==> src/rtl/bb_pkg.sv <==
package bb_pkg;
  typedef enum logic [1:0] {
    K_PASS = 2'd0,
    K_ARD  = 2'd1,
    K_AWR  = 2'd2,
    K_ERR  = 2'd3
  } kind_e;

  typedef enum logic [1:0] {
    S_IDLE  = 2'd0,
    S_ISSUE = 2'd1,
    S_WAIT  = 2'd2,
    S_WB    = 2'd3
  } state_e;
endpackage

==> src/rtl/bb_alias_window.sv <==
module bb_alias_window #(
  parameter int unsigned AW         = 32,
  parameter int unsigned DW         = 32,
  parameter logic [AW-1:0] ALIAS_BASE = '0,
  parameter logic [AW-1:0] TGT_BASE   = '0,
  parameter int unsigned TGT_BYTES  = 4096
) (
  input  logic [AW-1:0]          addr,
  output logic                   hit,
  output logic                   misaligned,
  output logic [AW-1:0]          tgt_addr,
  output logic [$clog2(DW)-1:0]  bit_idx
);
  localparam int unsigned IDXW = $clog2(DW);
  localparam int unsigned SH   = IDXW + 2;
  localparam longint unsigned SPANL = longint'(TGT_BYTES) * longint'(DW);
  localparam logic [AW:0] SPAN = (AW+1)'(SPANL);

  logic [AW-1:0] off;
  logic [AW-1:0] word;

  always_comb begin
    off        = addr - ALIAS_BASE;
    hit        = (addr >= ALIAS_BASE) && ({1'b0, off} < SPAN);
    misaligned = |off[1:0];
    word       = off >> SH;
    tgt_addr   = TGT_BASE + (word << 2);
    bit_idx    = off[SH-1:2];
  end
endmodule

==> src/rtl/bb_bitops.sv <==
module bb_bitops #(
  parameter int unsigned DW = 32
) (
  input  logic [DW-1:0]         word,
  input  logic [$clog2(DW)-1:0] idx,
  input  logic                  new_bit,
  output logic                  sel_bit,
  output logic [DW-1:0]         merged
);
  assign sel_bit = word[idx];

  for (genvar i = 0; i < DW; i++) begin : g_bit
    assign merged[i] = (idx == i) ? new_bit : word[i];
  end
endmodule

==> src/rtl/bitband_bridge.sv <==
module bitband_bridge #(
  parameter int unsigned   AW             = 32,
  parameter int unsigned   DW             = 32,
  parameter logic [AW-1:0] RAM_ALIAS_BASE = 32'h2200_0000,
  parameter logic [AW-1:0] RAM_TGT_BASE   = 32'h2000_0000,
  parameter int unsigned   RAM_TGT_BYTES  = 4096,
  parameter logic [AW-1:0] PER_ALIAS_BASE = 32'h4200_0000,
  parameter logic [AW-1:0] PER_TGT_BASE   = 32'h4000_0000,
  parameter int unsigned   PER_TGT_BYTES  = 4096
) (
  input  logic          clk,
  input  logic          rst,
  input  logic          up_valid,
  output logic          up_ready,
  input  logic          up_write,
  input  logic [AW-1:0] up_addr,
  input  logic [DW-1:0] up_wdata,
  output logic          up_rsp_valid,
  output logic [DW-1:0] up_rdata,
  output logic          up_err,
  output logic          dn_valid,
  input  logic          dn_ready,
  output logic          dn_write,
  output logic [AW-1:0] dn_addr,
  output logic [DW-1:0] dn_wdata,
  input  logic          dn_rvalid,
  input  logic [DW-1:0] dn_rdata
);
  import bb_pkg::*;

  localparam int unsigned IDXW = $clog2(DW);
  localparam int unsigned NWIN = 2;
  localparam logic [AW-1:0] ABASE [NWIN] = '{RAM_ALIAS_BASE, PER_ALIAS_BASE};
  localparam logic [AW-1:0] TBASE [NWIN] = '{RAM_TGT_BASE, PER_TGT_BASE};
  localparam int unsigned   TBYTES[NWIN] = '{RAM_TGT_BYTES, PER_TGT_BYTES};

  // Window decoders, one per alias region
  logic [NWIN-1:0] win_hit;
  logic [NWIN-1:0] win_mis;
  logic [AW-1:0]   win_tgt [NWIN];
  logic [IDXW-1:0] win_idx [NWIN];

  for (genvar w = 0; w < NWIN; w++) begin : g_win
    bb_alias_window #(
      .AW(AW), .DW(DW),
      .ALIAS_BASE(ABASE[w]), .TGT_BASE(TBASE[w]), .TGT_BYTES(TBYTES[w])
    ) u_win (
      .addr(up_addr), .hit(win_hit[w]), .misaligned(win_mis[w]),
      .tgt_addr(win_tgt[w]), .bit_idx(win_idx[w])
    );
  end

  // Request classification (lowest-numbered window wins)
  kind_e           kind_d;
  logic [AW-1:0]   addr_d;
  logic [IDXW-1:0] idx_d;

  always_comb begin
    kind_d = K_PASS;
    addr_d = up_addr;
    idx_d  = '0;
    for (int w = NWIN-1; w >= 0; w--) begin
      if (win_hit[w]) begin
        addr_d = win_tgt[w];
        idx_d  = win_idx[w];
        if (win_mis[w])    kind_d = K_ERR;
        else if (up_write) kind_d = K_AWR;
        else               kind_d = K_ARD;
      end
    end
  end

  // Sequencer state
  state_e          state;
  kind_e           kind_q;
  logic [AW-1:0]   addr_q;
  logic [IDXW-1:0] idx_q;
  logic            nbit_q;
  logic [DW-1:0]   data_q;
  logic [DW-1:0]   rd_q;
  logic            we_q;
  logic            rsp_q;
  logic [DW-1:0]   rdata_q;
  logic            err_q;

  logic            sel_bit;
  logic [DW-1:0]   merged;

  bb_bitops #(.DW(DW)) u_bits (
    .word(dn_rdata), .idx(idx_q), .new_bit(nbit_q),
    .sel_bit(sel_bit), .merged(merged)
  );

  always_ff @(posedge clk) begin
    if (rst) begin
      state   <= S_IDLE;
      kind_q  <= K_PASS;
      addr_q  <= '0;
      idx_q   <= '0;
      nbit_q  <= 1'b0;
      data_q  <= '0;
      rd_q    <= '0;
      we_q    <= 1'b0;
      rsp_q   <= 1'b0;
      rdata_q <= '0;
      err_q   <= 1'b0;
    end else begin
      rsp_q <= 1'b0;
      case (state)
        S_IDLE: begin
          if (up_valid) begin
            kind_q <= kind_d;
            addr_q <= addr_d;
            idx_q  <= idx_d;
            nbit_q <= up_wdata[0];
            data_q <= up_wdata;
            we_q   <= (kind_d == K_PASS) && up_write;
            if (kind_d == K_ERR) begin
              rsp_q   <= 1'b1;
              err_q   <= 1'b1;
              rdata_q <= '0;
            end else begin
              state <= S_ISSUE;
            end
          end
        end
        S_ISSUE: begin
          if (dn_ready) begin
            if (we_q) begin
              rsp_q   <= 1'b1;
              err_q   <= 1'b0;
              rdata_q <= '0;
              state   <= S_IDLE;
            end else begin
              state <= S_WAIT;
            end
          end
        end
        S_WAIT: begin
          if (dn_rvalid) begin
            rd_q <= dn_rdata;
            if (kind_q == K_AWR) begin
              data_q <= merged;
              we_q   <= 1'b1;
              state  <= S_WB;
            end else begin
              rsp_q   <= 1'b1;
              err_q   <= 1'b0;
              rdata_q <= (kind_q == K_ARD) ? DW'(sel_bit) : dn_rdata;
              state   <= S_IDLE;
            end
          end
        end
        S_WB: begin
          if (dn_ready) begin
            rsp_q   <= 1'b1;
            err_q   <= 1'b0;
            rdata_q <= '0;
            state   <= S_IDLE;
          end
        end
        default: state <= S_IDLE;
      endcase
    end
  end

  assign up_ready     = (state == S_IDLE);
  assign up_rsp_valid = rsp_q;
  assign up_rdata     = rdata_q;
  assign up_err       = err_q;
  assign dn_valid     = (state == S_ISSUE) || (state == S_WB);
  assign dn_write     = we_q;
  assign dn_addr      = addr_q;
  assign dn_wdata     = data_q;

  // Checks next to the sequencer
  assert_rd_upper_zero_R2: assert property (@(posedge clk) disable iff (rst)
    (up_rsp_valid && kind_q == K_ARD) |-> (up_rdata[DW-1:1] == '0));

  assert_one_bit_change_R3: assert property (@(posedge clk) disable iff (rst)
    (state == S_WB) |-> ($countones(dn_wdata ^ rd_q) <= 1));

  assert_wb_same_addr_R5: assert property (@(posedge clk) disable iff (rst)
    (state == S_WB && $past(state) == S_WAIT) |-> (dn_addr == $past(dn_addr) && dn_write));

  assert_busy_not_ready_R5: assert property (@(posedge clk) disable iff (rst)
    dn_valid |-> !up_ready);

  assert_err_no_access_R8: assert property (@(posedge clk) disable iff (rst)
    (up_rsp_valid && up_err) |-> (!$past(dn_valid) && up_rdata == '0));

  assert_stall_stable_R9: assert property (@(posedge clk) disable iff (rst)
    (dn_valid && !dn_ready) |=> (dn_valid && $stable(dn_addr) && $stable(dn_write) && $stable(dn_wdata)));
endmodule

==> config.mk <==
export PLATFORM = sky130hd
export DESIGN_NAME = bitband_bridge
export DESIGN_NICKNAME = d
export VERILOG_FILES = /design/src/rtl/bb_pkg.sv /design/src/rtl/bb_alias_window.sv /design/src/rtl/bb_bitops.sv /design/src/rtl/bitband_bridge.sv
export SDC_FILE = /design/constraint.sdc
export NUM_CORES = 1
export LEC_CHECK = 0
export BUFFER_PORTS_ARGS = -buffer_cell sky130_fd_sc_hd__buf_4
export CORE_MARGIN = 2
export CORE_UTILIZATION = 40
export CTS_CLUSTER_SIZE = 40
export DETAILED_ROUTE_END_ITERATION = 6
export GPL_TIMING_DRIVEN = 0
export PLACE_DENSITY_LB_ADDON = 0.15
export SYNTH_ARGS = -nofsm -noshare
export SYNTH_HDL_FRONTEND = slang
export SYNTH_SLANG_ARGS = --single-unit
==> constraint.sdc <==
create_clock -name clk -period 3.1 [get_ports clk]
set_clock_uncertainty 0.05 [all_clocks]
set_input_delay 0.62 -clock clk [delete_from_list [all_inputs] [get_ports clk]]
set_output_delay 0.62 -clock clk [all_outputs]
set_load 0.01 [all_outputs]
==> impl_metrics.json, run 1 <==
{
  "synth.yosys.warnings": 0,
  "fp.dieW_microns": 122,
  "maxCapViolCount": 0,
  "fp.coreArea_sq_um": 13800,
  "timing.final.hold_violations": 0,
  "ys_seq_area_frac": 0.390,
  "fin_crit_share": 0.865,
  "area_growth_from_synthesis_to_final_layout_pct": 36.2,
  "fin_crit_ns": 2.68,
  "critical_path.reg2reg.startpoint": "idx_q[1]",
  "fmaxAchievable_ghz": 0.373,
  "clockRootBuffer": "clkbuf_16",
  "whs_ns": 0.404,
  "tns_ns": 0,
  "initialDrtViolationCount": 471,
  "p_leak_nw": 3.23,
  "gr-total-overflow": 0,
  "synthesis.nets": 800,
  "dr_total_vias": 5793,
  "numClockSinks": 109,
  "diodes": 0,
  "chipHeight_microns": 122,
  "min-delay-start": "dn_addr[17]",
  "crit_end": "dn_write",
  "timing.critical_path.from_type": "input port",
  "grt_start_max_net_pins": 17,
  "wirelength_mm": 18.8,
  "cts_tree": "done",
  "number_of_buffers_inserted_during_clock_tree_synthesis": 9,
  "worstPathRequired_ns": 3.32,
  "drt-wirelength-per-cell_microns": 17.2,
  "drcViolationCount": 0,
  "startpoint": "up_addr[25]",
  "clk-insertion-delay-late_ns": 0.35,
  "synth_top_area_frac": 0.390,
  "synth.lib_cells_used.distinct": 47,
  "postCtsResizedCells": 0,
  "dpl.hpwl_mm": 14.4,
  "preCtsSetupSlack_ns": 0.0529,
  "crit_arrival_ns": 2.90,
  "layout.nets": 1013,
  "worstHoldPathType": "reg2reg",
  "synth-edff-count": 0,
  "clkSlewWorstSetupHoldPaths_ns": 0.07,
  "final.fill_count": 1394,
  "footprint_of_the_multi_input_gates_sq_um": 3120,
  "io-pin-count": 203,
  "htreeDepth": 3,
  "outcome": "finished, final reports clean",
  "grt_util_all_layers": 0.252,
  "peakVddDrop_mv": 0.235,
  "finalSetupViolations": 0,
  "maxSlewHeadroom": 0.348,
  "final_cells": 1094,
  "initial_utilization": 0.406,
  "drt_first_pass_iters": 6,
  "synthCells": 697,
  "mappedNetlistArea_sq_um": 5590,
  "grt_first_pass_wirelength_mm": 29.4,
  "worst-setup-path-type": "in2reg",
  "grt_pass1_vias": 5550,
  "r2r_cell_count": 8,
  "timing.critical_path.to_type": "register",
  "ff_latch_area_sq_um": 2180,
  "buffer_ports.inserted": 202,
  "rsz0062_at_grt": "no",
  "post_cts_buffers": 0,
  "max_slew_violation_count": 0,
  "worst_slack_ns": 0.419,
  "vias_per_cell": 5.30,
  "worst-path-max-fanout": 10,
  "fp.dieArea_sq_um": 14900,
  "dp.cells": 1079,
  "async_flop_share": 0,
  "reg2reg_slack_ns": 0.51,
  "clk_path_buf_depth": 2,
  "detail-route-antenna-nets": 0,
  "power_per_cell_area_nw_per_um2": 431,
  "cts_hold_buf": 0,
  "max_slew.worst_pin.slew_ns": 0.966,
  "synth.avg_cell_area_sq_um": 8.02,
  "placementRows": 43,
  "synth.largest_area_cell": "dfxtp_1",
  "synth-main-ff-cell": "dfxtp_1",
  "finalWeightedCongestion": 0.901,
  "antenna_found_initial": 0,
  "fraction_of_final_layout_cells_sized_beyond_drive_strength_1": 0.258,
  "fin_util": 0.553,
  "synthTopCellsByArea": "dfxtp_1 (39%), mux2i_1 (10%), nor2_1 (7.2%)",
  "crit-reg2reg-capture": "dn_wdata[24]",
  "synth.ff_latch_count": 109
}
cell usage in the layout, fill, tap and decap left out, types with 2 or more instances in the layout:
cell type  synthesis  final
a2111oi_1          4      4
a211oi_1          20     20
a21oi_1           62     62
a22oi_1            2      2
a2bb2oi_1          3      3
a311oi_1          18     18
a31oi_1            2      2
buf_1             12     12
buf_4              1    203
buf_6              5      5
clkbuf_1          41     42
clkbuf_16          0      9
clkinv_2           0      3
dfxtp_1          109    109
inv_1              5      5
mux2i_1           56     56
mux4_2             8      8
nand2_1          106    106
nand2b_1          39     39
nand3_1           27     27
nand3b_1           2      2
nand4b_1           2      2
nor2_1           107    107
nor2b_1            6      6
nor3_1            15     15
nor3b_1            5      5
nor4b_1            2      2
o21ai_0           16     16
xnor2_1            2      2
cell families after synthesis:
kind of cell               synth area share
and+or+nand+nor                       0.259
AOI/OAI and AO/OA                     0.158
DFF                                   0.390
buffers and inverters                0.0512
muxes                                 0.134
xor gates and xnor gates            0.00470
adders and majority gates           0.00224
metrics by stage:
step	total power (W)	instance area (sq um)
after floorplan	0.00184	5590
after global placement	0.00216	7330
after detailed placement	0.00216	7330
after CTS	0.00329	7620
after global routing	0.00342	7620
final	0.00328	7620
power by group:
group | leakage (nW) | switching, W | internal (W)
combinational | 2.20 | 0.000338 | 0.000289
clock | 0.138 | 0.000533 | 0.000619
sequential | 0.889 | 0.0000380 | 0.00147
routing by layer:
layer	global-route usage	share of wire	vias to the layer above
met5	0	0	-
met4	0.0661	0.011	0
met3	0.0409	0.071	12
met2	0.396	0.46	199
met1	0.360	0.46	2733
li1	-	-	2849
cell type report:
class | count | share of cell area
sequential | 109 | 0.287
multi-input combinational | 523 | 0.410
clock buffer | 10 | 0.0301
timing repair buffer | 202 | 0.199
buffer | 60 | 0.0352
clock inverter | 5 | 0.00690
tap | 180 | 0.0296
inverter | 5 | 0.00246
critical path, stage by stage:
cell and delay [ns]:
buf_4 0.13, inv_1 0.07, ha_1 0.22, nor3b_1 0.31, o2bb2ai_1 0.09, and4b_1 0.21
a41oi_1 0.73, buf_6 0.25, a21oi_1 0.09, nor3_1 0.18
synthesized netlist by cell type (2+ instances only):
master	count
a2111oi_1	4
nor3b_1	5
a31oi_1	2
nand3b_1	2
clkbuf_1	41
mux2i_1	56
xnor2_1	2
a21oi_1	62
buf_6	5
o21ai_0	16
nor2b_1	6
nand3_1	27
a2bb2oi_1	3
nor4b_1	2
inv_1	5
mux4_2	8
a311oi_1	18
nand4b_1	2
nand2_1	106
a211oi_1	20
nor3_1	15
a22oi_1	2
buf_1	12
nand2b_1	39
nor2_1	107
dfxtp_1	109
worst min path at each step:
stage / end / slack (ns) / cells past startpoint
CTS: dn_addr[17] / 0.41 / 2
detailed placement: dn_addr[17] / 0.40 / 2
floorplan: kind_q[0] / 0.39 / 2
finish: dn_addr[17] / 0.40 / 2
global placement: dn_addr[14] / 0.39 / 2
global route: dn_addr[23] / 0.43 / 2
flip-flops by register name, indices dropped and copies added (netlist names):
signal,cells
dn_addr,32
nbit_q,1
up_rsp_valid,1
dn_wdata,32
dn_write,1
idx_q,5
state,2
up_err,1
up_rdata,32
kind_q,2
No activity file was read; power rests on OpenSTA's default activity.
==> inputs of run 2 (changes only) <==
--- a/config.mk
+++ b/config.mk
@@ -12,6 +12,7 @@
 export DETAILED_ROUTE_END_ITERATION = 6
 export GPL_TIMING_DRIVEN = 0
 export PLACE_DENSITY_LB_ADDON = 0.15
+export RECOVER_POWER = 25
 export SYNTH_ARGS = -nofsm -noshare
 export SYNTH_HDL_FRONTEND = slang
 export SYNTH_SLANG_ARGS = --single-unit
==> run 2 against run 1 <==
Against the previous run: design area shrank 2.6%; highest routed layer unchanged; sequential share of layout area grew 0.75 points; combinational power shrank 3.5%; non-clock buffer count is the same; global-route usage is the same; power shrank 0.71%; first-iteration DRC count shrank 6.6%.
==> impl_metrics.json, run 2 (synthesis gave the netlist of run 1 again) <==
{
  "diodes": 0,
  "total_switching_power_w": 0.000907,
  "drt-wirelength-per-cell_microns": 17.2,
  "timing.critical_path.slowest_stage_cell": "a41oi_1",
  "critical_path.n_buffers_inverters": 2,
  "timing.final.hold_violations": 0,
  "ff_latch_area_sq_um": 2180,
  "clk-insertion-delay-late_ns": 0.35,
  "rsz0062_at_grt": "no",
  "finalWeightedCongestion": 0.901,
  "peakVddDrop_mv": 0.235,
  "gr-total-overflow": 0,
  "layout.cells.most_common": "buf_4",
  "grt_first_pass_wirelength_mm": 29.4,
  "power.total_w": 0.00326,
  "footprint_of_the_multi_input_gates_sq_um": 3120,
  "dr_total_vias": 5785,
  "maxCapViolCount": 0,
  "max_slew.worst_pin.slew_ns": 0.951,
  "fmaxAchievable_ghz": 0.373,
  "final.fill_count": 1442,
  "fp.coreArea_sq_um": 13800,
  "final_cell_mix": "buf_4 (151), dfxtp_1 (109), nor2_1 (107), nand2_1 (106), clkbuf_1 (94)",
  "fraction_of_final_layout_cells_sized_beyond_drive_strength_1": 0.201,
  "worstHoldPathType": "reg2reg",
  "cts_tree": "done",
  "post_cts_buffers": 0,
  "fin_crit_share": 0.865,
  "io-pin-count": 203,
  "worst_slack_ns": 0.419,
  "worst-path-max-fanout": 10,
  "drt_first_pass_iters": 7,
  "clkSlewWorstSetupHoldPaths_ns": 0.07,
  "tns_ns": 0,
  "combinationalPowerShare": 0.185,
  "postCtsResizedCells": 0,
  "layout.nets": 1013,
  "power_per_cell_area_nw_per_um2": 439,
  "grt_start_max_net_pins": 17,
  "p_leak_nw": 3.01,
  "wirelength_mm": 18.8,
  "chipHeight_microns": 122,
  "initialDrtViolationCount": 440,
  "htreeDepth": 3,
  "outcome": "finished, final reports clean",
  "area_growth_from_synthesis_to_final_layout_pct": 32.7,
  "crit_arrival_ns": 2.87,
  "cts_hold_buf": 0,
  "clockRootBuffer": "clkbuf_16",
  "maxSlewHeadroom": 0.357,
  "power_switching_share": 0.278,
  "cpLargestDelayFamily": "compound AO/OA/AOI/OAI gates",
  "worstPathCellList": "buf_4 -> inv_1 -> ha_1 -> nor3b_1 -> o2bb2ai_1 -> and4b_1 -> a41oi_1 -> nor3_1 -> a2111oi_1",
  "timing.critical_path.to_type": "register",
  "drcViolationCount": 0,
  "number_of_buffers_inserted_during_clock_tree_synthesis": 9,
  "detail-route-antenna-nets": 0,
  "fp.dieArea_sq_um": 14900,
  "grt_pass1_vias": 5550,
  "initial_utilization": 0.406,
  "power.internal_w": 0.00235,
  "worst-setup-path-type": "in2reg",
  "grt_util_all_layers": 0.252,
  "vias_per_cell": 5.29,
  "fraction_of_power_consumed_by_sequential_logic": 0.462,
  "preCtsSetupSlack_ns": 0.0529,
  "fp.dieW_microns": 122,
  "worstPathRequired_ns": 3.29,
  "critical-path-max-stage-delay_ns": 0.72,
  "clk_path_buf_depth": 2,
  "placementRows": 43,
  "finalSetupViolations": 0,
  "fin_crit_ns": 2.68,
  "buffer_ports.inserted": 202,
  "clockPowerShare": 0.353,
  "max_slew_violation_count": 0,
  "timing.critical_path.from_type": "input port",
  "antenna_found_initial": 0,
  "numClockSinks": 109,
  "dpl.hpwl_mm": 14.4
}
## run 2: changes by cell type in the layout (fill, tap and decap cells not counted), sizes merged
cell / change
buf: -52
clkbuf: +52
## run 2: tightest hold or removal path, cell delays in order (launching register included)
cell and delay [ns]:
dfxtp_1 0.31, nand2_1 0.05, a21oi_1 0.05
## run 2: cell type report
cell class              count  area share
multi-input cells         523       0.421
flip-flops and latches    109       0.294
repair buffers            202       0.178
plain buffers              60      0.0361
clock buffers              10      0.0309
well taps                 180      0.0303
clock inverters             5     0.00708
inverters                   5     0.00253
## run 2: stage by stage
stage / util / hold slack, ns / std cells / instance area [sq um]
final: 0.539 / 0.403 / 1094 / 7420
after global routing: 0.539 / 0.426 / 1094 / 7420
after CTS: 0.553 / 0.407 / 1094 / 7620
after detailed placement: 0.533 / 0.397 / 1079 / 7330
after global placement: 0.533 / 0.394 / 1079 / 7330
after floorplan: - / 0.385 / 697 / 5590
## run 2: power by group through the flow
stage	combinational, W	sequential, W	clock [W]
2_1_floorplan	0.000273	0.00156	0
3_3_place_gp	0.000621	0.00154	0
3_5_place_dp	0.000624	0.00154	0
4_1_cts	0.000626	0.00151	0.00116
5_1_grt	0.000661	0.00151	0.00122
6_report	0.000604	0.00151	0.00115
## run 2: path summary, 6_finish.rpt
| check | end | cells past startpoint | start | slack, ns |
|---|---|---|---|---|
| hold / removal | dn_addr[17] | 2 | dn_addr[17] | 0.40 |
| setup reg to reg | dn_wdata[24] | 8 | idx_q[1] | 0.51 |
| setup / recovery | dn_addr[9] | 9 | up_addr[25] | 0.42 |
| hold reg to reg | dn_addr[17] | 2 | dn_addr[17] | 0.40 |
## run 2: layer usage
| layer | track usage | share of wire | up-vias |
|---|---|---|---|
| met2 | 0.396 | 0.45 | 212 |
| met5 | 0 | 0 | - |
| met3 | 0.0409 | 0.075 | 12 |
| met1 | 0.360 | 0.46 | 2706 |
| met4 | 0.0661 | 0.011 | 0 |
| li1 | - | - | 2855 |
==> inputs of run 3 (changes only) <==
--- a/config.mk
+++ b/config.mk
@@ -5,7 +5,7 @@
 export SDC_FILE = /design/constraint.sdc
 export NUM_CORES = 1
 export LEC_CHECK = 0
-export BUFFER_PORTS_ARGS = -buffer_cell sky130_fd_sc_hd__buf_4
+export BUFFER_PORTS_ARGS = -buffer_cell sky130_fd_sc_hd__buf_2
 export CORE_MARGIN = 2
 export CORE_UTILIZATION = 40
 export CTS_CLUSTER_SIZE = 40
@@ -13,6 +13,7 @@
 export GPL_TIMING_DRIVEN = 0
 export PLACE_DENSITY_LB_ADDON = 0.15
 export RECOVER_POWER = 25
+export SETUP_SLACK_MARGIN = 0.02
 export SYNTH_ARGS = -nofsm -noshare
 export SYNTH_HDL_FRONTEND = slang
 export SYNTH_SLANG_ARGS = --single-unit
==> run 3 against run 2 <==
Against the previous run: via count down 0.17%; cell count up 0.18%; setup slack lost 0.0090 ns; sequential power about the same; die area did not move; register-to-register slack worse by 0.04 ns; largest cell class unchanged; wire length down 1.1%.
==> impl_metrics.json, run 3 (synthesis gave the netlist of run 1 again) <==
{
  "max_slew.worst_pin.slew_ns": 0.942,
  "clockRootBuffer": "clkbuf_16",
  "fin_util": 0.510,
  "power_per_cell_area_nw_per_um2": 444,
  "detail-route-antenna-nets": 0,
  "initialDrtViolationCount": 422,
  "grt_pass1_vias": 5477,
  "critical_path.n_buffers_inverters": 2,
  "grt_start_max_net_pins": 17,
  "cts_tree": "done",
  "gr-total-overflow": 0,
  "dr_total_vias": 5775,
  "postCtsResizedCells": 0,
  "io-pin-count": 203,
  "worstPathCellList": "buf_2 -> inv_1 -> ha_1 -> nor3b_1 -> o2bb2ai_1 -> and4b_1 -> a41oi_1 -> nor3_1 -> a2111oi_1",
  "final_cell_mix": "buf_2 (151), dfxtp_1 (109), nor2_1 (107), nand2_1 (106), clkbuf_1 (95)",
  "fin_crit_ns": 2.69,
  "fp.coreArea_sq_um": 13800,
  "grt_util_all_layers": 0.248,
  "numClockSinks": 109,
  "worstPathRequired_ns": 3.29,
  "timing.final.hold_violations": 0,
  "area_growth_from_synthesis_to_final_layout_pct": 25.6,
  "finalSetupViolations": 0,
  "preCtsSetupSlack_ns": 0.0723,
  "worst-path-max-fanout": 10,
  "outcome": "finished, final reports clean",
  "cts_hold_buf": 0,
  "placedInstanceArea_sq_um": 6830,
  "timing.critical_path.from_type": "input port",
  "fmaxAchievable_ghz": 0.372,
  "initial_utilization": 0.406,
  "layout.cells.most_common": "buf_2",
  "fraction_of_final_layout_cells_sized_beyond_drive_strength_1": 0.201,
  "fp.dieW_microns": 122,
  "ff_latch_area_sq_um": 2180,
  "tns_ns": 0,
  "max_slew_violation_count": 0,
  "finalWeightedCongestion": 0.872,
  "footprint_of_the_multi_input_gates_sq_um": 3120,
  "timing.critical_path.to_type": "register",
  "antenna_found_initial": 0,
  "p_leak_nw": 2.91,
  "drt-wirelength-per-cell_microns": 17.0,
  "number_of_buffers_inserted_during_clock_tree_synthesis": 9,
  "clk-insertion-delay-late_ns": 0.36,
  "rsz0062_at_grt": "no",
  "drcViolationCount": 0,
  "layout.nets": 1013,
  "clk_path_buf_depth": 2,
  "fp.dieArea_sq_um": 14900,
  "worst_slack_ns": 0.410,
  "worst-setup-path-type": "in2reg",
  "fin_crit_share": 0.868,
  "vias_per_cell": 5.27,
  "post_cts_buffers": 0,
  "grt_first_pass_wirelength_mm": 28.7,
  "placementRows": 43,
  "cpLargestDelayFamily": "compound AO/OA/AOI/OAI gates",
  "chipHeight_microns": 122,
  "wirelength_mm": 18.6,
  "timing.critical_path.slowest_stage_cell": "a41oi_1",
  "dp.cells": 1079,
  "peakVddDrop_mv": 0.260,
  "clkSlewWorstSetupHoldPaths_ns": 0.07,
  "reg2reg_slack_ns": 0.47,
  "final_cell_area_sq_um": 7030,
  "dpl.hpwl_mm": 14.3,
  "final_cells": 1096,
  "maxCapViolCount": 0,
  "buffer_ports.inserted": 202,
  "htreeDepth": 3,
  "final.fill_count": 1496,
  "drt_first_pass_iters": 5,
  "worstHoldPathType": "reg2reg",
  "maxSlewHeadroom": 0.364,
  "critical-path-max-stage-delay_ns": 0.72,
  "crit_arrival_ns": 2.88
}
run 3: layout make-up:
class / instances / share of cell area
clock buffers: 11 / 0.0331
flip-flops and latches: 109 / 0.311
well taps: 180 / 0.0321
inverters: 5 / 0.00267
plain buffers: 60 / 0.0381
repair buffers: 202 / 0.135
diodes: 1 / 0.000356
clock inverters: 5 / 0.00392
multi-input cells: 523 / 0.445
run 3: worst reg2reg max path, cell delays in order, from the launching register on:
cell and delay (ns):
dfxtp_1 0.37, clkbuf_1 0.44, buf_1 0.57, nor2_1 0.36
nand4b_1 0.23, mux2i_1 0.20, a211oi_1 0.10, a21oi_1 0.15
nor2_1 0.05
run 3: layer usage:
layer  wire length, microns  global-route usage  up-vias
li1                       -                   -     2860
met1                   8650               0.344     2674
met2                   8190               0.380      218
met3                   1450              0.0576       23
met4                    316              0.0841        0
met5                      0                   0        -
run 3: where the power goes:
part	total, W	switching (W)	internal (W)
Sequential	0.00150	0.0000361	0.00147
Clock	0.00107	0.000527	0.000541
Combinational	0.000547	0.000336	0.000211
run 3: metrics by stage:
stage | total power [W] | hold WS, ns
final | 0.00312 | 0.404
after global routing | 0.00328 | 0.426
after CTS | 0.00315 | 0.404
after detailed placement | 0.00209 | 0.394
after global placement | 0.00208 | 0.391
after floorplan | 0.00184 | 0.385
run 3: path summary, 6_finish.rpt:
| kind | start | end | cells past startpoint |
|---|---|---|---|
| worst min-delay path | dn_addr[24] | dn_addr[24] | 2 |
| worst max register to register | idx_q[1] | dn_wdata[20] | 8 |
| worst min register to register | dn_addr[24] | dn_addr[24] | 2 |
| worst max-delay path | up_addr[25] | dn_addr[7] | 9 |
